## src/rtl/irqt_pkg.sv

```systemverilog
package irqt_pkg;

    localparam int unsigned REG_W     = 8;
    localparam int unsigned BIT_BUS   = 0;
    localparam int unsigned BIT_T128  = 1;
    localparam int unsigned BIT_T1MS  = 2;
    localparam int unsigned BIT_GPIO  = 6;
    localparam int unsigned BIT_WAKE  = 7;
    localparam logic [REG_W-1:0] RSVD_MASK = 8'h38;

    localparam int unsigned NUM_SRC   = 3;
    localparam int unsigned SRC_T128  = 0;
    localparam int unsigned SRC_T1MS  = 1;
    localparam int unsigned SRC_WAKE  = 2;

    typedef enum logic [1:0] {
        WK_OFF  = 2'd0,
        WK_RUN  = 2'd1,
        WK_FIRE = 2'd2
    } wk_state_e;

endpackage

```

## src/rtl/irqt_regs.sv

```systemverilog
module irqt_regs
    import irqt_pkg::*;
#(
    parameter int unsigned ADDR_W   = 8,
    parameter logic [ADDR_W-1:0] REG_ADDR = 8'h20
) (
    input  logic              clk,
    input  logic              rst,
    input  logic              wr_en,
    input  logic [ADDR_W-1:0] addr,
    input  logic [REG_W-1:0]  wdata,
    output logic [REG_W-1:0]  en_q,
    output logic [REG_W-1:0]  rdata,
    output logic              wake_start,
    output logic              wake_stop
);

    logic hit;
    logic wr_hit;

    assign hit    = (addr == REG_ADDR);
    assign wr_hit = wr_en && hit;

    always_ff @(posedge clk) begin
        if (rst) begin
            en_q <= '0;
        end else if (wr_hit) begin
            en_q <= wdata & ~RSVD_MASK;
        end
    end

    always_comb begin
        rdata      = hit ? en_q : '0;
        wake_start = wr_hit &&  wdata[BIT_WAKE];
        wake_stop  = wr_hit && !wdata[BIT_WAKE];
    end

endmodule

```

## src/rtl/irqt_divider.sv

```systemverilog
module irqt_divider #(
    parameter int unsigned SUB_CYC = 768,
    parameter int unsigned RATIO   = 8
) (
    input  logic clk,
    input  logic rst,
    output logic tick_sub,
    output logic tick_main
);

    localparam int unsigned SUB_W   = $clog2(SUB_CYC);
    localparam int unsigned RATIO_W = $clog2(RATIO);
    localparam logic [SUB_W-1:0]   SUB_LAST   = SUB_W'(SUB_CYC - 1);
    localparam logic [RATIO_W-1:0] RATIO_LAST = RATIO_W'(RATIO - 1);

    logic [SUB_W-1:0]   cnt_sub;
    logic [RATIO_W-1:0] cnt_ratio;

    always_ff @(posedge clk) begin
        if (rst) begin
            cnt_sub   <= '0;
            cnt_ratio <= '0;
        end else if (cnt_sub == SUB_LAST) begin
            cnt_sub   <= '0;
            cnt_ratio <= (cnt_ratio == RATIO_LAST) ? '0 : cnt_ratio + 1'b1;
        end else begin
            cnt_sub   <= cnt_sub + 1'b1;
        end
    end

    always_comb begin
        tick_sub  = (cnt_sub == SUB_LAST);
        tick_main = tick_sub && (cnt_ratio == RATIO_LAST);
    end

endmodule

```

## src/rtl/irqt_wake.sv

```systemverilog
module irqt_wake
    import irqt_pkg::*;
#(
    parameter int unsigned PERIOD = 100
) (
    input  logic clk,
    input  logic rst,
    input  logic start,
    input  logic stop,
    output logic wake_tick,
    output logic running
);

    localparam int unsigned CNT_W = $clog2(PERIOD);
    localparam logic [CNT_W-1:0] CNT_LAST = CNT_W'(PERIOD - 1);

    wk_state_e        state_q;
    wk_state_e        state_d;
    logic [CNT_W-1:0] cnt_q;

    always_ff @(posedge clk) begin
        if (rst) begin
            state_q <= WK_OFF;
        end else begin
            state_q <= state_d;
        end
    end

    always_comb begin
        state_d = state_q;
        unique case (state_q)
            WK_OFF:  if (start) state_d = WK_RUN;
            WK_RUN:  if (stop) state_d = WK_OFF;
                     else if (cnt_q == CNT_LAST) state_d = WK_FIRE;
            WK_FIRE: state_d = stop ? WK_OFF : WK_RUN;
            default: state_d = WK_OFF;
        endcase
    end

    always_ff @(posedge clk) begin
        if (rst || stop) begin
            cnt_q <= '0;
        end else begin
            unique case (state_q)
                WK_OFF:  cnt_q <= '0;
                WK_RUN:  cnt_q <= (cnt_q == CNT_LAST) ? '0 : cnt_q + 1'b1;
                WK_FIRE: cnt_q <= cnt_q + 1'b1;
                default: cnt_q <= '0;
            endcase
        end
    end

    always_comb begin
        wake_tick = (state_q == WK_FIRE);
        running   = (state_q != WK_OFF);
    end

endmodule

```

## src/rtl/irqt_pending.sv

```systemverilog
module irqt_pending #(
    parameter int unsigned N = 3
) (
    input  logic         clk,
    input  logic         rst,
    input  logic [N-1:0] tick,
    input  logic [N-1:0] en,
    input  logic [N-1:0] ack,
    output logic [N-1:0] pend
);

    for (genvar i = 0; i < N; i++) begin : g_src
        always_ff @(posedge clk) begin
            if (rst || !en[i]) begin
                pend[i] <= 1'b0;
            end else if (tick[i]) begin
                pend[i] <= 1'b1;
            end else if (ack[i]) begin
                pend[i] <= 1'b0;
            end
        end
    end

endmodule

```

## src/rtl/irq_enable_timers.sv

```systemverilog
module irq_enable_timers
    import irqt_pkg::*;
#(
    parameter int unsigned SUB_CYC     = 768,
    parameter int unsigned RATIO       = 8,
    parameter int unsigned WAKE_PERIOD = 100
) (
    input  logic       clk,
    input  logic       rst,
    input  logic       reg_wr,
    input  logic [7:0] reg_addr,
    input  logic [7:0] reg_wdata,
    output logic [7:0] reg_rdata,
    input  logic [2:0] irq_ack,
    output logic       irq_128us,
    output logic       irq_1ms,
    output logic       irq_wake,
    output logic       en_gpio,
    output logic       en_bus_act
);

    logic [REG_W-1:0]   en_q;
    logic               wake_start;
    logic               wake_stop;
    logic               tick_sub;
    logic               tick_main;
    logic               wake_tick;
    logic               wake_running;
    logic [NUM_SRC-1:0] src_tick;
    logic [NUM_SRC-1:0] src_en;
    logic [NUM_SRC-1:0] src_pend;

    irqt_regs #(
        .ADDR_W   (8),
        .REG_ADDR (8'h20)
    ) u_regs (
        .clk        (clk),
        .rst        (rst),
        .wr_en      (reg_wr),
        .addr       (reg_addr),
        .wdata      (reg_wdata),
        .en_q       (en_q),
        .rdata      (reg_rdata),
        .wake_start (wake_start),
        .wake_stop  (wake_stop)
    );

    irqt_divider #(
        .SUB_CYC (SUB_CYC),
        .RATIO   (RATIO)
    ) u_div (
        .clk       (clk),
        .rst       (rst),
        .tick_sub  (tick_sub),
        .tick_main (tick_main)
    );

    irqt_wake #(
        .PERIOD (WAKE_PERIOD)
    ) u_wake (
        .clk       (clk),
        .rst       (rst),
        .start     (wake_start),
        .stop      (wake_stop),
        .wake_tick (wake_tick),
        .running   (wake_running)
    );

    always_comb begin
        src_tick           = '0;
        src_en             = '0;
        src_tick[SRC_T128] = tick_sub;
        src_tick[SRC_T1MS] = tick_main;
        src_tick[SRC_WAKE] = wake_tick && wake_running;
        src_en[SRC_T128]   = en_q[BIT_T128];
        src_en[SRC_T1MS]   = en_q[BIT_T1MS];
        src_en[SRC_WAKE]   = en_q[BIT_WAKE];
    end

    irqt_pending #(
        .N (NUM_SRC)
    ) u_pend (
        .clk  (clk),
        .rst  (rst),
        .tick (src_tick),
        .en   (src_en),
        .ack  (irq_ack),
        .pend (src_pend)
    );

    always_comb begin
        irq_128us  = src_pend[SRC_T128];
        irq_1ms    = src_pend[SRC_T1MS];
        irq_wake   = src_pend[SRC_WAKE];
        en_gpio    = en_q[BIT_GPIO];
        en_bus_act = en_q[BIT_BUS];
    end

endmodule

```

## config.mk

```make
export PLATFORM = sky130hd
export DESIGN_NAME = irq_enable_timers
export DESIGN_NICKNAME = d
export VERILOG_FILES = /design/src/rtl/irqt_pkg.sv /design/src/rtl/irqt_regs.sv /design/src/rtl/irqt_divider.sv /design/src/rtl/irqt_wake.sv /design/src/rtl/irqt_pending.sv /design/src/rtl/irq_enable_timers.sv
export SDC_FILE = /design/constraint.sdc
export NUM_CORES = 1
export LEC_CHECK = 0
export BUFFER_PORTS_ARGS = -buffer_cell sky130_fd_sc_hd__buf_4
export CORE_MARGIN = 4
export CORE_UTILIZATION = 56
export DETAILED_ROUTE_END_ITERATION = 12
export PLACE_DENSITY = 0.83
export RECOVER_POWER = 50
export SLEW_MARGIN = 20
export SYNTH_ARGS = -nofsm -noshare
export SYNTH_HDL_FRONTEND = slang
export SYNTH_SLANG_ARGS = --single-unit
```

## constraint.sdc

```tcl
create_clock -name clk -period 4.5 [get_ports clk]
set_input_delay 0 -clock clk [delete_from_list [all_inputs] [get_ports clk]]
set_output_delay 0 -clock clk [all_outputs]
set_load 0.005 [all_outputs]
```

After elaboration in Yosys (flattened, before gate mapping)
Cells that the tools add are included.
{ "word_totals": {"ff_bits": 30, "in_bits": 22, "word_cells": 54} }
{ "classes": {"addsub": 3, "n_eq_ne": 8, "mux": 15, "reduce_logical": 20} }
{ "ops": {"columns": ["cell", "n"], "rows": [
  ["$pmux W7 S2", 1],
  ["$add A10 B1 Y10 const B", 1],
  ["$eq A10 B10 Y1 const B", 1],
  ["$eq A8 B6 Y1 const B", 1],
  ["$mux W8", 1],
  ["$reduce_bool A2 Y1", 4],
  ["$add A7 B1 Y7 const B", 1],
  ["$eq A7 B7 Y1 const B", 1],
  ["$mux W1", 7],
  ["$mux W7", 1],
  ["$mux W2", 3],
  ["$pmux W2 S3", 1],
  ["$logic_and A1 B1 Y1", 5],
  ["$logic_not A1 Y1", 4],
  ["$logic_or A1 B1 Y1", 4],
  ["$add A3 B1 Y3 const B", 1],
  ["$eq A3 B3 Y1 const B", 1],
  ["$mux W3", 1],
  ["$ne A3 B1 Y1 const B", 1],
  ["$eq A2 B1 Y1 const B", 1],
  ["$eq A2 B2 Y1 const B", 1],
  ["$logic_not A2 Y1", 1],
  ["$ne A2 B2 Y1 const B", 1],
  ["$reduce_and A2 Y1", 1],
  ["$reduce_or A2 Y1", 1]
]} }

Logic depth before layout (Yosys ltp)
{ "depth": {"word_depth": 5, "ltp_mapped": 6, "ltp_nobuf": 6} }

Hierarchy
From an unflattened synthesis, not the netlist that was laid out.
{ "hier_totals": {"hier_cells": 169, "hier_area_um2": 1570.3} }
{ "by_module_without_submodules": {"columns": ["mod", "instances", "cells_each", "area_per_inst_um2"], "rows": [
  ["irqt_divider", 1, 67, 605.6],
  ["irqt_wake", 1, 53, 475.5],
  ["irqt_regs", 1, 38, 370.4],
  ["irqt_pending", 1, 10, 112.6],
  ["irq_enable_timers", 1, 1, 6.3]
]} }

Worst setup path before layout
OpenSTA, ideal clock, no wires.
{ "synth_timing": {"path_type": "flip-flop to flip-flop", "startpoint": "register u_div.cnt_sub[0]", "endpoint": "register u_div.cnt_sub[2]", "setup_time_ns": 0.116, "t_arrival_ns": 1.384, "required_time_ns": 4.384, "slack_ns": 3.000, "path_stages_with_launch": 7, "path_buffers": 1, "path_cell_list": "dfxtp_1 > ha_1 > nand2_1 > nor4_4 > or2_1 > buf_2 > nor2_1"} }
{ "synth_via": {"elab_chain_len": 2, "elab_cells_between_ends": 3} }
{ "synth_lines": {"columns": ["element", "line_no", "source"], "rows": [
  ["start, declared", "irqt_divider.sv:16", "logic [SUB_W-1:0] cnt_sub;"],
  ["start signal, assigned", "irqt_divider.sv:27", "cnt_sub <= cnt_sub + 1'b1;"],
  ["parallel branches: the longest is 2 deep, another holds $add A10 B1 Y10", null, null]
]} }
Several ways; the timed one is not identified.
A chain may end at the register's enable or synchronous reset.

Final worst setup path
Ends and elaborated chain as after synthesis.

==> impl_metrics.toml <==
[run_status]
outcome = "completed"

[synth]
syn_area_per_cell_um2 = 9.34
ys_seq_area_share_pct = 41.0
ys.flop_type = "dfxtp_1"
synth_most_common_cell = "dfxtp_1"
async_flop_share_pct = 0
ys_warn_count = 0
synth_largest_area_cell = "dfxtp_1"
syn_area_um2 = 1470
synth_top_cells_by_count = "dfxtp_1 (30), nor2_1 (28), ha_1 (9), and3_1 (8), inv_1 (8)"
ys_types = 33
synthTopCellsByArea = "dfxtp_1 (41%), ha_1 (7.7%), nor2_1 (7.2%), mux2i_1 (4.8%), xor2_1 (4.2%)"
synth.top_cell.area_share_pct = 41.0
synth_cells = 157
synth_edf_count = 0
synth.ff_latch_count = 30

[final_layout]
area_delta_synth_final_pct = 25.9
nNetsFinal = 232
antenna_cells = 0
post-route-util_pct = 74.5
drive_above_1_share_pct = 18.8

[power]
p_comb_share_pct = 20.1
netSwitchingFraction_pct = 28.8
irDropWorstVdd_mv = 0.273
p_per_area_nw_per_um2 = 308
p_switching_uw = 164
p_int_uw = 405
power.leakage_nw = 0.832
power_frac_clock_pct = 29.5
seq_power_share_pct = 50.5

[worst_setup_path]
cpPeakStageDelay_ns = 1.00
critical_path_arrival_ns = 2.53
criticalPathCategory = "flop to flop"
crit_required_ns = 4.72
r2r-start = "u_div.cnt_sub[0]$_SDFF_PP0_"
crit_start = "u_div.cnt_sub[0]$_SDFF_PP0_"
slowest_stage = "nor4_1"
path_cells = "ha_1, nand2_1, nor4_1, or2_1, nor2_1"
worst-path-max-fanout = 9
start_kind = "flop"
critical_path.endpoint_type = "flop"

[clock_tree]
clk_latency_ns = 0.33
clockBufferDepth = 2
root_buffer = "clkbuf_4"
tritoncts = "done"
clock-sinks = 30
numCtsBuffers = 5
clkTransAtPathRegs_ns = 0.09
post-cts-setup-buffer-count = 0
cts_max_level = 2

[drt]
wl_um = 3170
wl_per_cell_um = 13.6
drc_errors = 0
drt-vias-per-instance = 5.29
vias = 1228
drtIter0Drc = 35
drtAntennaViolNets = 0
firstDrtPassIters = 4

[place]
io_buffers = 28
hpwl_um = 2040
finalWeightedCongestion = 0.814

[hold_path]
min_path_type = "primary input to flop"
hp-start = "irq_ack[1]"

[timing]
slew_headroom_pct = 19.8
period_needed_ns = 2.31
tns_ns = 0
setup_viol = 0
fin_skew_ns = 0.00753
drv_slew = 0
finalCritPeriodShare_pct = 51.3
finalHoldViolCount = 0
fmax_ghz = 0.433
worstMarginPinSlew_ns = 1.19
grt_setup_unrepaired = "false"

[grt]
grt_use_total_pct = 20.8
grt_pass1_wl_um = 5330
grt_max_degree = 18
antenna_found_initial = 0
gr-total-overflow = 0
grt_pass1_vias = 1252

[floorplanning]
core_um2 = 2480
rows = 18
dieWidth_um = 59.2
dieArea_um2 = 3500
initial_core_util_pct = 59.2
fp.dieH_um = 59.2
io_pins = 35

[job]
maxCapViolCount = 0
[state kept, by name, indices dropped and copies added, names as in the netlist]
name,flops
u_div.cnt_sub,10
u_pend.pend,3
u_wake.cnt_q,7
u_regs.en_q,5
u_div.cnt_ratio,3
u_wake.state_q,2
[metal layers]
| layer | up-vias | GRT usage (%) | wire [um] |
|---|---|---|---|
| met5 | - | 0 | 0 |
| met4 | 0 | 12.0 | 92 |
| met3 | 8 | 7.19 | 232 |
| met2 | 35 | 35.5 | 1530 |
| met1 | 570 | 22.2 | 1310 |
| li1 | 615 | - | - |
[power groups by stage]
stage | clock (mW) | sequential, mW | combinational (mW)
4_1_cts | 0.171 | 0.287 | 0.116
5_1_grt | 0.184 | 0.288 | 0.131
3_3_place_gp | 0 | 0.291 | 0.104
6_report | 0.168 | 0.287 | 0.114
2_1_floorplan | 0 | 0.290 | 0.0800
3_5_place_dp | 0 | 0.293 | 0.109
[cells by family after synthesis]
family,after synthesis,share of synthesized area [%]
xor gates and xnor gates,13,7.76
buffers and inverters,14,4.44
DFF,30,41.0
muxes,7,4.78
AOI/OAI and AO/OA,14,6.66
and+or+nand+nor,69,27.5
adders and majority gates,9,7.68
other,1,0.256
[final cells by class]
class                      instances  area, um2
multi-input combinational        115        778
fill                             168        631
sequential                        30        601
timing repair buffer              41        340
clock buffer                       7       55.1
tap                               30       37.5
inverter                           8       30.0
clock inverter                     1       5.00
[repair_timing]
item,in CTS,in global routing
setup endpoints to repair,0,0
hold endpoints to repair,13,0
gates resized for setup,0,0
hold buffers,13,0
[cell usage in the layout, fill, tap and decap left out, drive strengths merged, types with 4 or more instances in the layout]
cell type | synthesis | routed
xor2 | 7 | 7
nand2 | 7 | 7
xnor2 | 6 | 6
and3 | 8 | 8
mux2i | 7 | 7
inv | 8 | 8
nand3 | 5 | 5
dfxtp | 30 | 30
buf | 4 | 17
a21oi | 6 | 6
clkbuf | 2 | 18
nor2 | 28 | 28
dlygate4sd3 | 0 | 13
nand2b | 4 | 4
ha | 9 | 9
[through the flow]
stage               worst slack, ns  instance area [um2]  total power [mW]  cells  hold slack [ns]
floorplan                      3.00                 1470             0.370    159            0.144
global route                   2.00                 1850             0.604    232           0.0398
CTS                            2.72                 1880             0.573    232          0.00690
finish                         2.19                 1850             0.569    232          0.00543
global placement               2.82                 1690             0.395    211            0.238
detailed placement             2.75                 1690             0.402    211            0.241
[worst paths after layout]
check / endpoint / slack, ns / depth (start not counted)
setup / recovery: u_div.cnt_sub[2]$_SDFF_PP0_ / 2.19 / 5
hold / removal: u_pend.pend[1]$_SDFFE_PP0P_ / 0.005 / 4
setup reg to reg: u_div.cnt_sub[2]$_SDFF_PP0_ / 2.19 / 5
hold reg to reg: u_wake.cnt_q[0]$_SDFF_PP0_ / 0.45 / 1
[worst max-delay path, delay by kind of cell (launching register included)]
family,cells,cell delay [ns]
adders and majority gates,1,0.23
DFF,1,0.36
and+or+nand+nor,4,1.60
Note: power is estimated with default switching activity, not from simulation.
